`src/rtl/hbg_pkg.sv`:
```
package hbg_pkg;

    typedef enum logic [2:0] {
        ST_IDLE,
        ST_LO_DT,
        ST_LO_ON,
        ST_LO_OFF,
        ST_HI_DT,
        ST_HI_ON,
        ST_HI_OFF
    } hbg_state_e;

endpackage

```
`src/rtl/hbg_sync.sv`:
```
module hbg_sync #(
    parameter int WIDTH  = 1,
    parameter int STAGES = 2
) (
    input  logic             clk,
    input  logic             rst,
    input  logic [WIDTH-1:0] d,
    output logic [WIDTH-1:0] q
);

    logic [WIDTH-1:0] stg [STAGES];

    always_ff @(posedge clk) begin
        if (rst) begin
            for (int i = 0; i < STAGES; i++) begin
                stg[i] <= '0;
            end
        end else begin
            stg[0] <= d;
            for (int i = 1; i < STAGES; i++) begin
                stg[i] <= stg[i-1];
            end
        end
    end

    assign q = stg[STAGES-1];

endmodule

```
`src/rtl/hbg_sat_cnt.sv`:
```
module hbg_sat_cnt #(
    parameter int  MAX_VAL = 4,
    localparam int W       = $clog2(MAX_VAL + 1)
) (
    input  logic         clk,
    input  logic         rst,
    input  logic         clr,
    input  logic         inc,
    output logic [W-1:0] cnt
);

    localparam logic [W-1:0] TOP = W'(MAX_VAL);

    always_ff @(posedge clk) begin
        if (rst || clr) begin
            cnt <= '0;
        end else if (inc && (cnt != TOP)) begin
            cnt <= cnt + 1'b1;
        end
    end

endmodule

```
`src/rtl/hbg_fsm.sv`:
```
module hbg_fsm
    import hbg_pkg::*;
#(
    parameter int DEAD_CYC    = 4,
    parameter int POS_IGN_CYC = 2,
    parameter int POS_LO_CYC  = 9,
    parameter int POS_STR_CYC = 32,
    parameter int NEG_IGN_CYC = 1,
    parameter int NEG_LO_CYC  = 8
) (
    input  logic clk,
    input  logic rst,
    input  logic in_s,
    input  logic hg_fb_s,
    input  logic lg_fb_s,
    input  logic sync_en,
    input  logic uvlo_ok,
    output logic hg,
    output logic lg
);

    localparam int DW = $clog2(DEAD_CYC + 1);
    localparam int PW = $clog2(POS_STR_CYC + 1);
    localparam int NW = $clog2(NEG_LO_CYC + 1);

    localparam logic [DW-1:0] DT_LAST = DW'(DEAD_CYC - 1);
    localparam logic [PW-1:0] PC_IGN  = PW'(POS_IGN_CYC - 1);
    localparam logic [PW-1:0] PC_LO   = PW'(POS_LO_CYC - 1);
    localparam logic [PW-1:0] PC_STR  = PW'(POS_STR_CYC);
    localparam logic [NW-1:0] NC_IGN  = NW'(NEG_IGN_CYC - 1);
    localparam logic [NW-1:0] NC_LO   = NW'(NEG_LO_CYC - 1);

    hbg_state_e st_q;
    hbg_state_e st_nx;

    logic [DW-1:0] dt_cnt;
    logic [PW-1:0] pc_cnt;
    logic [NW-1:0] nc_cnt;

    logic dt_clr, dt_inc, dt_done;
    logic pc_clr, pc_inc;
    logic nc_clr, nc_inc;
    logic in_dt, hi_side, eff;

    // dead-time counter: runs only while in a dead-time state
    hbg_sat_cnt #(.MAX_VAL(DEAD_CYC)) u_dt_cnt (
        .clk (clk),
        .rst (rst),
        .clr (dt_clr),
        .inc (dt_inc),
        .cnt (dt_cnt)
    );

    // cycles since the command rose, saturating at the stretch length
    hbg_sat_cnt #(.MAX_VAL(POS_STR_CYC)) u_pc_cnt (
        .clk (clk),
        .rst (rst),
        .clr (pc_clr),
        .inc (pc_inc),
        .cnt (pc_cnt)
    );

    // consecutive low cycles of the stretched command
    hbg_sat_cnt #(.MAX_VAL(NEG_LO_CYC)) u_nc_cnt (
        .clk (clk),
        .rst (rst),
        .clr (nc_clr),
        .inc (nc_inc),
        .cnt (nc_cnt)
    );

    always_comb begin
        in_dt   = (st_q == ST_LO_DT) || (st_q == ST_HI_DT);
        hi_side = (st_q == ST_HI_DT) || (st_q == ST_HI_ON) || (st_q == ST_HI_OFF);
        dt_done = (dt_cnt >= DT_LAST);
        eff     = in_s || (pc_cnt < PC_STR);
    end

    // next-state logic
    always_comb begin
        st_nx = st_q;
        unique case (st_q)
            ST_IDLE: begin
                st_nx = ST_LO_DT;
            end
            ST_LO_DT: begin
                if (dt_done && !hg_fb_s) begin
                    st_nx = ST_LO_ON;
                end
            end
            ST_LO_ON: begin
                if (in_s && (pc_cnt == PC_IGN)) begin
                    st_nx = ST_LO_OFF;
                end
            end
            ST_LO_OFF: begin
                if (!in_s) begin
                    st_nx = ST_LO_DT;
                end else if (pc_cnt == PC_LO) begin
                    st_nx = ST_HI_DT;
                end
            end
            ST_HI_DT: begin
                if (dt_done && !lg_fb_s) begin
                    st_nx = ST_HI_ON;
                end
            end
            ST_HI_ON: begin
                if (!eff && (nc_cnt == NC_IGN)) begin
                    st_nx = ST_HI_OFF;
                end
            end
            ST_HI_OFF: begin
                if (eff) begin
                    st_nx = ST_HI_DT;
                end else if (nc_cnt == NC_LO) begin
                    st_nx = ST_LO_DT;
                end
            end
            default: begin
                st_nx = ST_IDLE;
            end
        endcase
        if (!uvlo_ok) begin
            st_nx = ST_IDLE;
        end
    end

    // counter controls
    always_comb begin
        dt_inc = in_dt;
        dt_clr = !in_dt || (st_nx != st_q);
        pc_inc = hi_side || in_s;
        pc_clr = (st_q == ST_IDLE) || (st_q == ST_LO_DT)
               || ((st_q == ST_LO_ON) && !in_s) || !uvlo_ok;
        nc_inc = !eff;
        nc_clr = !hi_side || (st_q == ST_HI_DT) || ((st_q == ST_HI_ON) && eff);
    end

    // state register
    always_ff @(posedge clk) begin
        if (rst) begin
            st_q <= ST_IDLE;
        end else begin
            st_q <= st_nx;
        end
    end

    // outputs
    always_comb begin
        hg = (st_q == ST_HI_ON);
        lg = (st_q == ST_LO_ON) && sync_en;
    end

endmodule

```
`src/rtl/hb_gate_ctrl.sv`:
```
module hb_gate_ctrl #(
    parameter int DEAD_CYC    = 4,
    parameter int POS_IGN_CYC = 2,
    parameter int POS_LO_CYC  = 9,
    parameter int POS_STR_CYC = 32,
    parameter int NEG_IGN_CYC = 1,
    parameter int NEG_LO_CYC  = 8,
    parameter int SYNC_STAGES = 2
) (
    input  logic clk,
    input  logic rst,
    input  logic in_cmd,
    input  logic sync_en,
    input  logic uvlo_ok,
    input  logic hg_fb,
    input  logic lg_fb,
    output logic hg,
    output logic lg
);

    logic [2:0] sync_q;
    logic       in_s;
    logic       hg_fb_s;
    logic       lg_fb_s;

    hbg_sync #(.WIDTH(3), .STAGES(SYNC_STAGES)) u_sync (
        .clk (clk),
        .rst (rst),
        .d   ({in_cmd, hg_fb, lg_fb}),
        .q   (sync_q)
    );

    assign in_s    = sync_q[2];
    assign hg_fb_s = sync_q[1];
    assign lg_fb_s = sync_q[0];

    hbg_fsm #(
        .DEAD_CYC    (DEAD_CYC),
        .POS_IGN_CYC (POS_IGN_CYC),
        .POS_LO_CYC  (POS_LO_CYC),
        .POS_STR_CYC (POS_STR_CYC),
        .NEG_IGN_CYC (NEG_IGN_CYC),
        .NEG_LO_CYC  (NEG_LO_CYC)
    ) u_fsm (
        .clk     (clk),
        .rst     (rst),
        .in_s    (in_s),
        .hg_fb_s (hg_fb_s),
        .lg_fb_s (lg_fb_s),
        .sync_en (sync_en),
        .uvlo_ok (uvlo_ok),
        .hg      (hg),
        .lg      (lg)
    );

endmodule

```
`config.mk`:
```
export PLATFORM = sky130hd
export DESIGN_NAME = hb_gate_ctrl
export DESIGN_NICKNAME = d
export VERILOG_FILES = /design/src/rtl/hbg_pkg.sv /design/src/rtl/hbg_sync.sv /design/src/rtl/hbg_sat_cnt.sv /design/src/rtl/hbg_fsm.sv /design/src/rtl/hb_gate_ctrl.sv
export SDC_FILE = /design/constraint.sdc
export NUM_CORES = 1
export LEC_CHECK = 0
export BUFFER_PORTS_ARGS = -buffer_cell sky130_fd_sc_hd__buf_2
export CAP_MARGIN = 20
export CORE_MARGIN = 10
export CORE_UTILIZATION = 66
export CTS_BUF_LIST = sky130_fd_sc_hd__clkbuf_2 sky130_fd_sc_hd__clkbuf_4 sky130_fd_sc_hd__clkbuf_8
export CTS_CLUSTER_SIZE = 30
export DETAILED_ROUTE_END_ITERATION = 10
export GPL_ROUTABILITY_DRIVEN = 0
export GPL_TIMING_DRIVEN = 0
export PLACE_DENSITY = 0.86
export SYNTH_ARGS = -nofsm -noshare
export SYNTH_HDL_FRONTEND = slang
export SYNTH_SLANG_ARGS = --single-unit
```
`constraint.sdc`:
```
create_clock -name clk -period 3.4 [get_ports clk]
set_input_delay 0.51 -clock clk [delete_from_list [all_inputs] [get_ports clk]]
set_output_delay 0.51 -clock clk [all_outputs]
set_load 0.02 [all_outputs]
```
### Yosys cells after proc, flatten, opt, wreduce, memory -nomap -nowiden

Memories as Yosys holds them, arrays and structs flattened.
Index checks and enable logic that the tools add are counted.
Widths: inputs -> output; s select.

| storage, ports and cells | value |
|---|---|
| output and inout bits | 2 |
| flip-flop bits (word level) | 16 |
| logic and storage cells | 73 |
| bits of input ports | 7 |
| memories kept | 1 |
| RAM bits | 6 |

Memories:

| name | words | bits a word | read ports | clocked after memory_dff | wr ports | line | RTL |
|---|---|---|---|---|---|---|---|
| u_sync.stg | 2 | 3 | 2 | 0 | 2 | hbg_sync.sv:11 | `logic [WIDTH-1:0] stg [STAGES];` |

| cells by class | value |
|---|---|
| add/subtract/negate cells | 3 |
| reduce and logical (&&, ||, !) cells | 33 |
| equality and inequality tests | 13 |
| multiplexer cells | 15 |
| $lt $le $gt $ge | 2 |
| bitwise gates (word level) | 2 |

Operators by type and width:

| operator | count |
|---|---|
| $mux 3 | 11 |
| $pmux 3 s7 | 1 |
| $logic_or 1x1->1 | 14 |
| $logic_and 1x1->1 | 10 |
| $eq 3x3->1 const B | 3 |
| $logic_not 1->1 | 7 |
| $add 6x1->6 const B | 1 |
| $eq 3x2->1 const B | 2 |
| $eq 6x1->1 const B | 1 |
| $eq 6x4->1 const B | 1 |
| $lt 6x6->1 const B | 1 |
| $ne 6x6->1 const B | 1 |
| $add 4x1->4 const B | 1 |
| $eq 4x3->1 const B | 1 |
| $logic_not 4->1 | 1 |
| $ne 4x4->1 const B | 1 |
| $add 3x1->3 const B | 1 |
| $eq 3x1->1 const B | 1 |
| $ge 3x2->1 const B | 1 |
| $logic_not 3->1 | 1 |
| $mux 1 | 3 |
| $ne 3x3->1 | 1 |
| $ne 3x3->1 const B | 1 |
| $or 1x1->1 | 2 |

### Depth between registers and ports, before layout

Gate-level depths: netlist of the first run.

| logic depth | value |
|---|---|
| word-level depth | 10 |
| depth in mapped cells | 7 |
| gate-level depth less buffers | 7 |

### Cells and area by module

Synthesis of the first run repeated with hierarchy kept, for this count alone.

| second synthesis, totals | value |
|---|---|
| cells, all modules | 150 |
| area total of the unflattened synthesis | 1308.8 sq um |

By module, submodules not included:

| module | area each (sq um) | sequential area each (sq um) | cells each | times used |
|---|---|---|---|---|
| hbg_fsm | 402.9 | 60.1 | 57 | 1 |
| hbg_sat_cnt (u_fsm.u_pc_cnt) | 312.8 | 120.1 | 36 | 1 |
| hbg_sat_cnt (u_fsm.u_nc_cnt) | 224.0 | 80.1 | 25 | 1 |
| hbg_sat_cnt (u_fsm.u_dt_cnt) | 188.9 | 60.1 | 17 | 1 |
| hbg_sync | 180.2 | 120.1 | 15 | 1 |

### Least setup slack after synthesis of the first run

No wires, ideal clock.

| path | value |
|---|---|
| path type | register to register |
| start | reg u_fsm.u_dt_cnt.cnt[0] |
| end | reg u_fsm.u_dt_cnt.cnt[0] |
| period minus slack after synthesis | 1.751 ns |
| data arrival time | 1.620 ns |
| cell stages (with the launch flop) | 8 |
| setup time | 0.131 ns |
| required time | 3.269 ns |
| path slack | 1.649 ns |
| path through | dfxtp_1 ha_1 ha_1 a211oi_1 o21ai_0 and3_2 a311oi_2 nor3_1 |

| between the ends | value |
|---|---|
| word-level cells in the longest chain between the ends | 8 |
| elaborated cells between the ends (all ways) | 13 |
| classes of those cells | 1 x add/sub; 1 x order compare; 2 x eq/ne; 4 x mux; 5 x reduce/logical |

RTL lines:

| what | line | RTL |
|---|---|---|
| start: declaration | hbg_sat_cnt.sv:9 | `output logic [W-1:0] cnt` |
| start signal: assignment | hbg_sat_cnt.sv:18 | `cnt <= cnt + 1'b1;` |
| $ge 3x2->1 | hbg_fsm.sv:75 | `dt_done = (dt_cnt >= DT_LAST);` |
| $logic_and 1x1->1 (on tied branches) | hbg_fsm.sv:104, hbg_fsm.sv:87 |  |
| $mux 3 (on tied branches) | hbg_fsm.sv:104, hbg_fsm.sv:87 |  |
| $pmux 3 s7 | hbg_fsm.sv:82 | `unique case (st_q)` |
| $mux 3 | hbg_fsm.sv:124 | `if (!uvlo_ok) begin` |
| $ne 3x3->1 | hbg_fsm.sv:132 | `dt_clr = !in_dt \|\| (st_nx != st_q);` |
| $logic_or 1x1->1 | hbg_fsm.sv:132 |  |
| $logic_or 1x1->1 | hbg_sat_cnt.sv:15 | `if (rst \|\| clr) begin` |

Parallel ways exist; a longest one is shown, timed or not.
A chain may end at the register's enable or synchronous reset.

### Worst setup path after layout of the first run

| path | value |
|---|---|
| start | reg u_fsm.u_dt_cnt.cnt[0] |
| end | reg u_fsm.u_dt_cnt.cnt[2] |

Same word-level chain as after synthesis.

==> key figures, run 1 <==
Power and ir drop
  • PD cells: approximately 350 mW/mm^2
  • VDD IR max: between 0.3 and 0.4 mV
  • Total power: ~0.49 mW
  • Leakage: about 0.52 nW

Timing
  • Fmax: 0.500 GHz
  • Final setup vio count: 0
  • Final Max Tran Viols: 0
  • Tmin final: 2.00 ns
  • Final Cycle Share: 0.588
  • Fin Setup TNS: 0 ns
  • Slew headroom: 0.664
  • Unrepaired setup endpoints after global routing: no
  • Layout Skew: ~0.0089 ns
  • Final Hold Viols: 0
  • Worst slew pin tran: just over 0.5 ns

Clock network
  • Clock latency on the worst-skew pair: approximately 0.32 ns
  • # Post-CTS Setup Buffers: 0
  • CTS tree: done
  • CTS Buffer Depth: 2
  • CTS sink count: 22
  • Hold buffer count at cts: 0
  • Total CTS buffers: 3
  • H-tree levels: 1
  • Clock slew seen by the registers of the worst setup and hold paths: approximately 0.12 ns
  • Root buf cell: clkbuf_4
  • Post-cts sizing count: 0

Yosys
  • Post-Syn Area: between 0.001 and 0.0015 sq mm
  • Number of synthesized flops with an enable pin: 0
  • Sequential share of the synthesized area: 0.343
  • Dominant cell type by area after synthesis: dfxtp_1
  • Ys async rst share: 0
  • Ys Warns: 0
  • Mapped Nets: 162
  • Mapped Cells: ~150
  • Top_reg_cell synth: dfxtp_1
  • Area contributors post-synth: dfxtp_1, ha_1, nor2b_1
  • Flops & latches, synth: 22
  • Synth top area share: 0.343
  • Avg Cell Area, Syn: slightly below 9 sq um
  • Distinct cells, synth: 45

GRT
  • Initial antenna violation count: 0
  • Global-route usage over all layers: 0.129
  • Global-route wire length before repair: around 4500 um
  • Total congestion overflow: 0
  • Largest net degree at the start of global routing: 14
  • Vias in the first global route: 1066

Run
  • Number of max-cap violations: 0

Placement
  • DP Cell Count: 180
  • Port Buf Inserts: 8
  • Dpl hpwl: between 1500 and 2000 um
  • Area after DPL: between 0.001 and 0.0015 sq mm

Die
  • Die ar.: 0.00411 sq mm
  • Rows: 15
  • Initial Util: 0.721
  • Core area: between 0.0015 and 0.002 sq mm
  • Width of the die: ~64 um
  • Die height: between 60 and 70 um
  • Num ports: 9

Routing
  • Pre-antenna DRT Iters: 4
  • Avg Vias per Cell: slightly below 6
  • Final ANT Viol Nets: 0
  • Routed WL: ~2500 um
  • DRC Markers: 0
  • Initial drt markers: 52
  • DR vias: 1076
  • Wirelength per Cell: roughly 14 um

Min path
  • Worst min-delay path category: in2reg
  • HP Start: lg_fb

Layout
  • Fin util: 0.790
  • Fin cells: 184
  • Number of antenna diodes: 0
  • Post-route cell area: 0.00141 sq mm
  • Layout area overhead: 9.64%
  • Layout cell share with drive strength beyond 1: 0.145
  • Net count reported at finish: ~180

Critical path
  • CP Max Fanout: 4
  • WP data arrival: ~2.2 ns
  • CP startpoint kind: flip-flop
  • Crit. End Element: flip-flop
  • Crit Path Category: reg2reg
  • WP data required: roughly 3.6 ns
  • Worst Setup SP: u_fsm.u_dt_cnt.cnt[0]$_SDFFE_PP0P_
  • Critical R2R Launch: u_fsm.u_dt_cnt.cnt[0]$_SDFFE_PP0P_

Outcome
  • Status: finished clean
[routing by layer]
metal	global-route usage	share of wire	vias to the layer above
met4	0.0481	0.017	0
li1	-	-	546
met1	0.156	0.45	497
met2	0.216	0.49	26
met3	0.0314	0.041	7
met5	0	0	-
[synth_stat cells (2+ instances only)]
cell and number:
nand2b_1 3, nor4b_2 2, dfxtp_1 22, and2_1 2
nand3_1 4, mux2i_1 3, xor2_1 3, o21ai_0 4
and3b_1 2, nor3_1 8, a31oi_1 2, o2111ai_1 3
buf_2 2, a21oi_1 5, nor2b_1 10, o21ai_1 2
nor3b_1 2, xnor2_1 5, ha_1 8, or3_1 2
nor2_1 14, inv_1 11, nand2_1 6
[stage by stage]
stage               setup WS [ns]  hold WS (ns)
finish                       1.40         0.402
global route                 1.26         0.425
CTS                          1.40         0.394
detailed placement           1.44         0.426
global placement             1.42         0.418
floorplan                    1.65         0.414
[cell usage in the layout (no fill, tap or decap), types with 2 or more instances in the layout]
| master | Yosys | layout |
|---|---|---|
| a21oi_1 | 5 | 5 |
| a31oi_1 | 2 | 2 |
| and2_1 | 2 | 2 |
| and3b_1 | 2 | 2 |
| buf_2 | 2 | 10 |
| clkbuf_4 | 0 | 3 |
| dfxtp_1 | 22 | 22 |
| ha_1 | 8 | 8 |
| inv_1 | 11 | 11 |
| mux2i_1 | 3 | 3 |
| nand2_1 | 6 | 6 |
| nand2b_1 | 3 | 3 |
| nand3_1 | 4 | 4 |
| nor2_1 | 14 | 14 |
| nor2b_1 | 10 | 10 |
| nor3_1 | 8 | 8 |
| nor3b_1 | 2 | 2 |
| nor4b_2 | 2 | 2 |
| o2111ai_1 | 3 | 3 |
| o21ai_0 | 4 | 4 |
| o21ai_1 | 2 | 2 |
| or3_1 | 2 | 2 |
| xnor2_1 | 5 | 5 |
| xor2_1 | 3 | 3 |
[critical path, cell delays in order, from the launching register on]
cell	delay, ns
dfxtp_1	0.36
ha_1	0.21
ha_1	0.17
a211oi_1	0.34
o21ai_0	0.17
and3_2	0.22
a311oi_2	0.31
nor3_1	0.10
[area by class of cell]
class / count / area [sq um]
Buffer: 4 / 28.8
Fill cell: 127 / 374
Multi-Input combinational cell: 110 / 774
Clock inverter: 1 / 30.0
Timing Repair Buffer: 8 / 40.0
Clock buffer: 3 / 22.5
Sequential cell: 22 / 440
Tap cell: 25 / 31.3
Inverter: 11 / 41.3
[power breakdown]
part | total, mW | switching, mW | internal [mW]
clock network | 0.201 | 0.0820 | 0.119
registers | 0.265 | 0.00309 | 0.262
logic | 0.0285 | 0.0140 | 0.0145
total | 0.495 | 0.0990 | 0.396
[path summary, 6_finish.rpt]
check	slack (ns)	end	cells after the start
worst max-delay path	1.40	u_fsm.u_dt_cnt.cnt[2]$_SDFFE_PP0P_	7
worst min-delay path	0.40	u_sync.stg[0][0]$_SDFF_PP0_	2
worst max register to register	1.40	u_fsm.u_dt_cnt.cnt[2]$_SDFFE_PP0P_	7
worst min register to register	0.45	u_sync.stg[0][3]$_SDFF_PP0_	1
[registers in the layout, summed over array words and instances (netlist names)]
| signal | cells |
|---|---|
| u_fsm.u_pc_cnt.cnt | 6 |
| u_sync.stg | 6 |
| u_fsm.u_nc_cnt.cnt | 4 |
| u_fsm.st_q | 3 |
| u_fsm.u_dt_cnt.cnt | 3 |
[kinds of logic (layout without fill, tap and decap cells)]
group | after synthesis | in the layout | share of synthesized area
AND/OR/NAND/NOR | 64 | 64 | 0.294
AO/OA/AOI/OAI | 27 | 27 | 0.153
flip-flops | 22 | 22 | 0.343
buffers and inverters | 15 | 27 | 0.0545
adder cells (fa/ha/maj) | 8 | 8 | 0.0779
XOR/XNOR | 8 | 8 | 0.0545
multiplexers | 3 | 3 | 0.0234
Power figures use the tool's default switching activity.
==> run 2, diff against run 1 <==
Settings changed: ABC_AREA set to 1, CORE_UTILIZATION 66 to 62, PLACE_DENSITY 0.86 to 0.81.
Clock period 3.4 ns to 1.9 ns, I/O delays scaled along.
==> key figures, run 2 <==
Routing
  • Avg Vias per Cell: 5.19 (was 5.85)
  • Pre-antenna DRT Iters: 4 (unchanged)
  • DR vias: 1236 (was 1076)
  • Final ANT Viol Nets: 0 (unchanged)
  • Initial drt markers: 76 (was 52)
  • Routed WL: 2740 um (was 2520 um)
  • DRC Markers: 0 (unchanged)
  • Wirelength per Cell: 11.5 um (was 13.7 um)

Critical path
  • CP Max Fanout: 3 (was 4)
  • Critical R2R Launch: u_fsm.u_dt_cnt.cnt[0]$_SDFFE_PP0P_ (unchanged)
  • WP data arrival: 1.98 ns (was 2.20 ns)
  • Worst R2R Path Depth: 12 (was 7)
  • Crit Path Category: reg2reg (unchanged)
  • Worst R2R End: u_fsm.u_dt_cnt.cnt[2]$_SDFFE_PP0P_ (unchanged)
  • Crit. End Element: flip-flop (unchanged)
  • R2r setup slk: 0.18 ns (was 1.40 ns)
  • WP data required: 2.16 ns (was 3.60 ns)
  • CP startpoint kind: flip-flop (unchanged)

Yosys
  • Number of synthesized flops with an enable pin: 0 (unchanged)
  • Dominant cell type by area after synthesis: dfxtp_1 (unchanged)
  • Synth cell count leaders: nand2_1, inv_1, nor2_1 (was dfxtp_1, nor2_1, inv_1)
  • Synth top area share: 0.325 (was 0.343)
  • Top_reg_cell synth: dfxtp_1 (unchanged)
  • Flops & latches, synth: 22 (unchanged)
  • Avg Cell Area, Syn: 6.82 sq um (was 8.74 sq um)
  • Area contributors post-synth: dfxtp_1, nand2_1, inv_1 (was dfxtp_1, ha_1, nor2b_1)
  • Mapped Cells: 199 (was 147)
  • Post-Syn Area: 0.00136 sq mm (was 0.00128 sq mm)
  • Most frequent cell after synthesis: nand2_1 (was dfxtp_1)
  • Distinct cells, synth: 28 (was 45)
  • Sequential share of the synthesized area: 0.325 (was 0.343)
  • Ys async rst share: 0 (unchanged)
  • Ys Warns: 0 (unchanged)
  • Mapped Nets: 214 (was 162)

Timing
  • Worst slew pin tran: 0.392 ns (was 0.503 ns)
  • Layout Skew: 0.00153 ns (was 0.00894 ns)
  • Fmax: 0.582 GHz (was 0.500 GHz)
  • Fin Setup TNS: 0 ns (unchanged)
  • Final Hold Viols: 0 (unchanged)
  • Final setup vio count: 0 (unchanged)
  • Slew headroom: 0.738 (was 0.664)
  • Final Max Tran Viols: 0 (unchanged)
  • Tmin final: 1.72 ns (was 2.00 ns)
  • Unrepaired setup endpoints after global routing: no (unchanged)
  • Final Cycle Share: 0.904 (was 0.588)

Min path
  • Hold Path Sink: u_sync.stg[0][1]$_SDFF_PP0_ (was u_sync.stg[0][0]$_SDFF_PP0_)
  • Hold Path Depth: 3 (was 2)
  • HP Start: hg_fb (was lg_fb)
  • Worst min-delay path category: in2reg (unchanged)

Power and ir drop
  • PD cells: 536 mW/mm^2 (was 351 mW/mm^2)
  • VDD IR max: 0.374 mV (was 0.398 mV)
  • Leakage: 0.634 nW (was 0.523 nW)
  • Total power: 0.787 mW (was 0.495 mW)

GRT
  • Global-route usage over all layers: 0.131 (was 0.129)
  • Largest net degree at the start of global routing: 13 (was 14)
  • Global-route wire length before repair: 4840 um (was 4450 um)
  • Initial antenna violation count: 0 (unchanged)
  • Total congestion overflow: 0 (unchanged)
  • Vias in the first global route: 1182 (was 1066)

Clock network
  • Root buf cell: clkbuf_4 (unchanged)
  • Clock latency on the worst-skew pair: 0.32 ns (about the same)
  • Total CTS buffers: 3 (unchanged)
  • H-tree levels: 1 (unchanged)
  • CTS sink count: 22 (unchanged)
  • CTS Buffer Depth: 2 (unchanged)
  • CTS tree: done (unchanged)
  • Clock slew seen by the registers of the worst setup and hold paths: 0.12 ns (about the same)

Run
  • Number of max-cap violations: 0 (unchanged)

Layout
  • Regs by FF count: u_fsm.u_pc_cnt.cnt x6, u_sync.stg x6, u_fsm.u_nc_cnt.cnt x4 (unchanged)
  • Commonest non-fill, non-tap cell in the layout: nand2_1 (was dfxtp_1)
  • Fin util: 0.726 (was 0.790)
  • Layout cell share with drive strength beyond 1: 0.185 (was 0.145)
  • Fin cells: 238 (was 184)
  • Most frequent cells in the layout: nand2_1, inv_1, nor2_1 (was dfxtp_1, nor2_1, inv_1)
  • Layout area overhead: 8.21% (was 9.64%)
  • Number of antenna diodes: 0 (unchanged)
  • Net count reported at finish: 227 (was 175)

Placement
  • DP Cell Count: 234 (was 180)
  • Dpl hpwl: 2180 um (was 1910 um)
  • Port Buf Inserts: 8 (unchanged)

Die
  • Num ports: 9 (unchanged)
  • Initial Util: 0.671 (was 0.721)
  • Die height: 66.8 um (was 64.1 um)
  • Width of the die: 66.8 um (was 64.1 um)
  • Rows: 16 (was 15)
  • Core area: 0.00202 sq mm (was 0.00178 sq mm)
  • Die ar.: 0.00446 sq mm (was 0.00411 sq mm)

Outcome
  • Status: finished clean (unchanged)
-- run 2: kinds of logic (layout without fill, tap and decap cells) --
kind of cell / count (synthesis) / in the layout / share of synthesized area
AND/OR/NAND/NOR: 109 / 109 / 0.384
buffers and inverters: 39 / 51 / 0.108
flip-flops: 22 / 22 / 0.325
AO/OA/AOI/OAI: 19 / 19 / 0.0950
adder cells (fa/ha/maj): 8 / 8 / 0.0738
XOR/XNOR: 1 / 1 / 0.00646
multiplexers: 1 / 1 / 0.00830
-- run 2: area by class of cell --
class                           count  area [sq um]
Clock buffer                        4          36.3
Inverter                           38           143
Buffer                              1          3.75
Timing Repair Buffer                8          40.0
Tap cell                           27          33.8
Sequential cell                    22           442
Multi-Input combinational cell    138           769
Fill cell                         176           554
-- run 2: what timing repair did --
item | in CTS | in global routing
hold buffers | 0 | 0
endpoints found under the setup margin | 0 | 1
setup buffers | 0 | 0
resized for setup | 0 | 1
-- run 2: stage by stage --
step	setup WS, ns	cell area, sq um	hold slack (ns)
after floorplan	0.426	1360	0.388
after global placement	0.258	1430	0.391
after detailed placement	0.200	1430	0.401
after CTS	0.165	1470	0.156
after global routing	0.0105	1470	0.161
final	0.182	1470	0.157
-- run 2: routing by layer --
| metal | wire, um | vias to the layer above | GRT usage | share of wire |
|---|---|---|---|---|
| li1 | - | 650 | - | - |
| met1 | 1260 | 558 | 0.155 | 0.46 |
| met2 | 1330 | 23 | 0.230 | 0.48 |
| met3 | 108 | 5 | 0.0268 | 0.039 |
| met4 | 49 | 0 | 0.0393 | 0.018 |
| met5 | 0 | - | 0 | 0 |
-- run 2: where the power goes --
group / switching (mW) / internal (mW) / total, mW
Clock: 0.145 / 0.117 / 0.262
Sequential: 0.00477 / 0.469 / 0.473
Combinational: 0.0327 / 0.0183 / 0.0510
-- run 2: how the worst max path moves through the flow --
stage                                  startpoint                                 end  slack, ns  cells after the start
2_1_floorplan  u_fsm.u_dt_cnt.cnt[0]$_SDFFE_PP0P_  u_fsm.u_dt_cnt.cnt[0]$_SDFFE_PP0P_       0.43                     12
4_1_cts        u_fsm.u_dt_cnt.cnt[0]$_SDFFE_PP0P_  u_fsm.u_dt_cnt.cnt[2]$_SDFFE_PP0P_       0.17                     12
5_1_grt        u_fsm.u_dt_cnt.cnt[0]$_SDFFE_PP0P_  u_fsm.u_dt_cnt.cnt[2]$_SDFFE_PP0P_       0.01                     12
3_5_place_dp   u_fsm.u_dt_cnt.cnt[0]$_SDFFE_PP0P_  u_fsm.u_dt_cnt.cnt[2]$_SDFFE_PP0P_       0.20                     12
6_report       u_fsm.u_dt_cnt.cnt[0]$_SDFFE_PP0P_  u_fsm.u_dt_cnt.cnt[2]$_SDFFE_PP0P_       0.18                     12
3_3_place_gp   u_fsm.u_dt_cnt.cnt[0]$_SDFFE_PP0P_  u_fsm.u_dt_cnt.cnt[1]$_SDFFE_PP0P_       0.26                     12
-- run 2: worst max-delay path, stage by stage (launching register included) --
cell and delay (ns):
dfxtp_1 0.35, ha_1 0.20, ha_1 0.17, nor2_1 0.09
nand2_1 0.09, nor3b_2 0.17, nor2_1 0.08, nand3_1 0.12
nand2_1 0.10, nand2_1 0.05, nand2_1 0.06, nand2_1 0.10
nor2_1 0.10
==> run 3, diff against run 2 <==
Settings changed: CORE_ASPECT_RATIO set to 2, CORE_UTILIZATION 62 to 33, PLACE_DENSITY 0.81 to unset.
==> key figures, run 3 (same netlist as run 2, synthesis figures left out) <==
Outcome
  • Status: finished clean (unchanged)

Layout
  • Register area: 440 sq um (was 442 sq um)
  • Layout cell share with drive strength beyond 1: 0.180 (was 0.185)
  • Fin util: 0.379 (was 0.726)
  • Commonest non-fill, non-tap cell in the layout: nand2_1 (unchanged)
  • Regs by FF count: u_fsm.u_pc_cnt.cnt x6, u_sync.stg x6, u_fsm.u_nc_cnt.cnt x4 (unchanged)
  • Multi-input logic area: 769 sq um (unchanged)
  • Net count reported at finish: 227 (unchanged)
  • Fin cells: 263 (was 238)
  • Number of antenna diodes: 0 (unchanged)
  • Post-route cell area: 0.00153 sq mm (was 0.00147 sq mm)
  • Filler cell count: 470 (was 176)
  • Layout area overhead: 13.0% (was 8.21%)
  • Most frequent cells in the layout: nand2_1, inv_1, nor2_1 (unchanged)

Timing
  • Tmin final: 1.71 ns (was 1.72 ns)
  • Final setup vio count: 0 (unchanged)
  • Setup slack after layout: 0.190 ns (was 0.182 ns)
  • Final Max Tran Viols: 0 (unchanged)
  • Worst slew pin tran: 0.406 ns (was 0.392 ns)
  • Fmax: 0.585 GHz (was 0.582 GHz)
  • Layout Skew: 0.00440 ns (was 0.00153 ns)
  • Final Cycle Share: 0.900 (was 0.904)
  • Final Hold Viols: 0 (unchanged)
  • Unrepaired setup endpoints after global routing: no (unchanged)
  • Slew headroom: 0.729 (was 0.738)
  • Fin Setup TNS: 0 ns (unchanged)
  • WHS: 0.216 ns (was 0.157 ns)

Critical path
  • CP startpoint kind: flip-flop (unchanged)
  • Critical R2R Launch: u_fsm.u_dt_cnt.cnt[0]$_SDFFE_PP0P_ (unchanged)
  • WP data arrival: 1.92 ns (was 1.98 ns)
  • Worst R2R Path Depth: 12 (unchanged)
  • Worst R2R End: u_fsm.u_dt_cnt.cnt[1]$_SDFFE_PP0P_ (was u_fsm.u_dt_cnt.cnt[2]$_SDFFE_PP0P_)
  • Worst Setup SP: u_fsm.u_dt_cnt.cnt[0]$_SDFFE_PP0P_ (unchanged)
  • WP data required: 2.11 ns (was 2.16 ns)
  • R2r setup slk: 0.19 ns (was 0.18 ns)
  • CP Max Fanout: 3 (unchanged)
  • Crit. End Element: flip-flop (unchanged)
  • Crit Path Category: reg2reg (unchanged)

Die
  • Core area: 0.00405 sq mm (was 0.00202 sq mm)
  • Initial Util: 0.335 (was 0.671)
  • Die height: 111 um (was 66.8 um)
  • Width of the die: 65.3 um (was 66.8 um)
  • Die ar.: 0.00723 sq mm (was 0.00446 sq mm)
  • Rows: 33 (was 16)
  • Num ports: 9 (unchanged)

GRT
  • Total congestion overflow: 0 (unchanged)
  • Vias in the first global route: 1131 (was 1182)
  • Global-route wire length before repair: 4690 um (was 4840 um)
  • Largest net degree at the start of global routing: 14 (was 13)
  • Initial antenna violation count: 0 (unchanged)
  • Global-route usage over all layers: 0.0805 (was 0.131)

Run
  • Number of max-cap violations: 0 (unchanged)

Clock network
  • Root buf cell: clkbuf_8 (was clkbuf_4)
  • Post-cts sizing count: 0 (unchanged)
  • CTS Buffer Depth: 2 (unchanged)
  • H-tree levels: 1 (unchanged)
  • CTS tree: done (unchanged)
  • Total CTS buffers: 3 (unchanged)
  • Hold buffer count at cts: 0 (unchanged)
  • Clock slew seen by the registers of the worst setup and hold paths: 0.08 ns (was 0.12 ns)
  • CTS sink count: 22 (unchanged)
  • Clock latency on the worst-skew pair: 0.27 ns (was 0.32 ns)
  • # Post-CTS Setup Buffers: 0 (unchanged)

Placement
  • Area after DPL: 0.00146 sq mm (was 0.00143 sq mm)
  • DP Cell Count: 259 (was 234)
  • Dpl ws: 0.173 ns (was 0.200 ns)
  • Dpl hpwl: 2340 um (was 2180 um)
  • Port Buf Inserts: 8 (unchanged)

Routing
  • Avg Vias per Cell: 4.59 (was 5.19)
  • Routed WL: 2810 um (was 2740 um)
  • Final ANT Viol Nets: 0 (unchanged)
  • DR vias: 1208 (was 1236)
  • Initial drt markers: 17 (was 76)
  • Pre-antenna DRT Iters: 4 (unchanged)
  • Wirelength per Cell: 10.7 um (was 11.5 um)
  • DRC Markers: 0 (unchanged)

Min path
  • Hold Path Sink: u_sync.stg[0][1]$_SDFF_PP0_ (unchanged)
  • Worst min-delay path category: in2reg (unchanged)
  • HP Start: hg_fb (unchanged)
  • Hold Path Depth: 3 (unchanged)

Power and ir drop
  • VDD IR max: 0.451 mV (was 0.374 mV)
  • PD cells: 629 mW/mm^2 (was 536 mW/mm^2)
  • Total power: 0.964 mW (was 0.787 mW)
  • Leakage: 0.648 nW (was 0.634 nW)
==> run 3: cell count changes in the layout (fill, tap and decap cells not counted) <==
cell / previous run / this run
clkbuf_8: 1 / 3
clkbuf_4: 3 / 0
dfxtp_2: 1 / 0
bufinv_16: 0 / 1
dfxtp_1: 21 / 22
==> run 3: area by class of cell <==
| class | instances | share of cell area |
|---|---|---|
| multi-input combinational | 138 | 0.502 |
| sequential | 22 | 0.287 |
| inverter | 38 | 0.0931 |
| tap | 52 | 0.0424 |
| clock buffer | 3 | 0.0269 |
| timing repair buffer | 8 | 0.0261 |
| clock inverter | 1 | 0.0196 |
| buffer | 1 | 0.00245 |
==> run 3: per-layer routing <==
metal / vias up / GRT usage / part of all wire
li1: 655 / - / -
met1: 531 / 0.0673 / 0.36
met2: 17 / 0.159 / 0.58
met3: 5 / 0.0152 / 0.038
met4: 0 / 0.0474 / 0.026
met5: - / 0 / 0
==> run 3: how the worst max path moves through the flow <==
stage                                               endpoint  slack (ns)  cells past startpoint
final                     u_fsm.u_dt_cnt.cnt[1]$_SDFFE_PP0P_        0.19                     12
after global routing      u_fsm.u_dt_cnt.cnt[0]$_SDFFE_PP0P_        0.05                     12
after CTS                 u_fsm.u_dt_cnt.cnt[1]$_SDFFE_PP0P_        0.15                     12
after detailed placement  u_fsm.u_dt_cnt.cnt[1]$_SDFFE_PP0P_        0.17                     12
after global placement    u_fsm.u_dt_cnt.cnt[0]$_SDFFE_PP0P_        0.21                     12
after floorplan           u_fsm.u_dt_cnt.cnt[0]$_SDFFE_PP0P_        0.43                     12
==> run 3: where the power goes <==
group / internal [mW] / switching, mW / leakage (nW) / total [mW]
clock: 0.282 / 0.158 / 0.0357 / 0.440
sequential: 0.468 / 0.00495 / 0.179 / 0.473
combinational: 0.0183 / 0.0331 / 0.434 / 0.0514
==> run 3: worst max-delay path, stage by stage, from the launching register on <==
cell	delay [ns]
dfxtp_1	0.34
ha_1	0.20
ha_1	0.17
nor2_1	0.08
nand2_1	0.08
nor3b_2	0.17
nor2_1	0.09
nand3_1	0.13
nand2_1	0.11
nand2_1	0.05
nand2_1	0.06
nand2_1	0.09
nor2_1	0.09
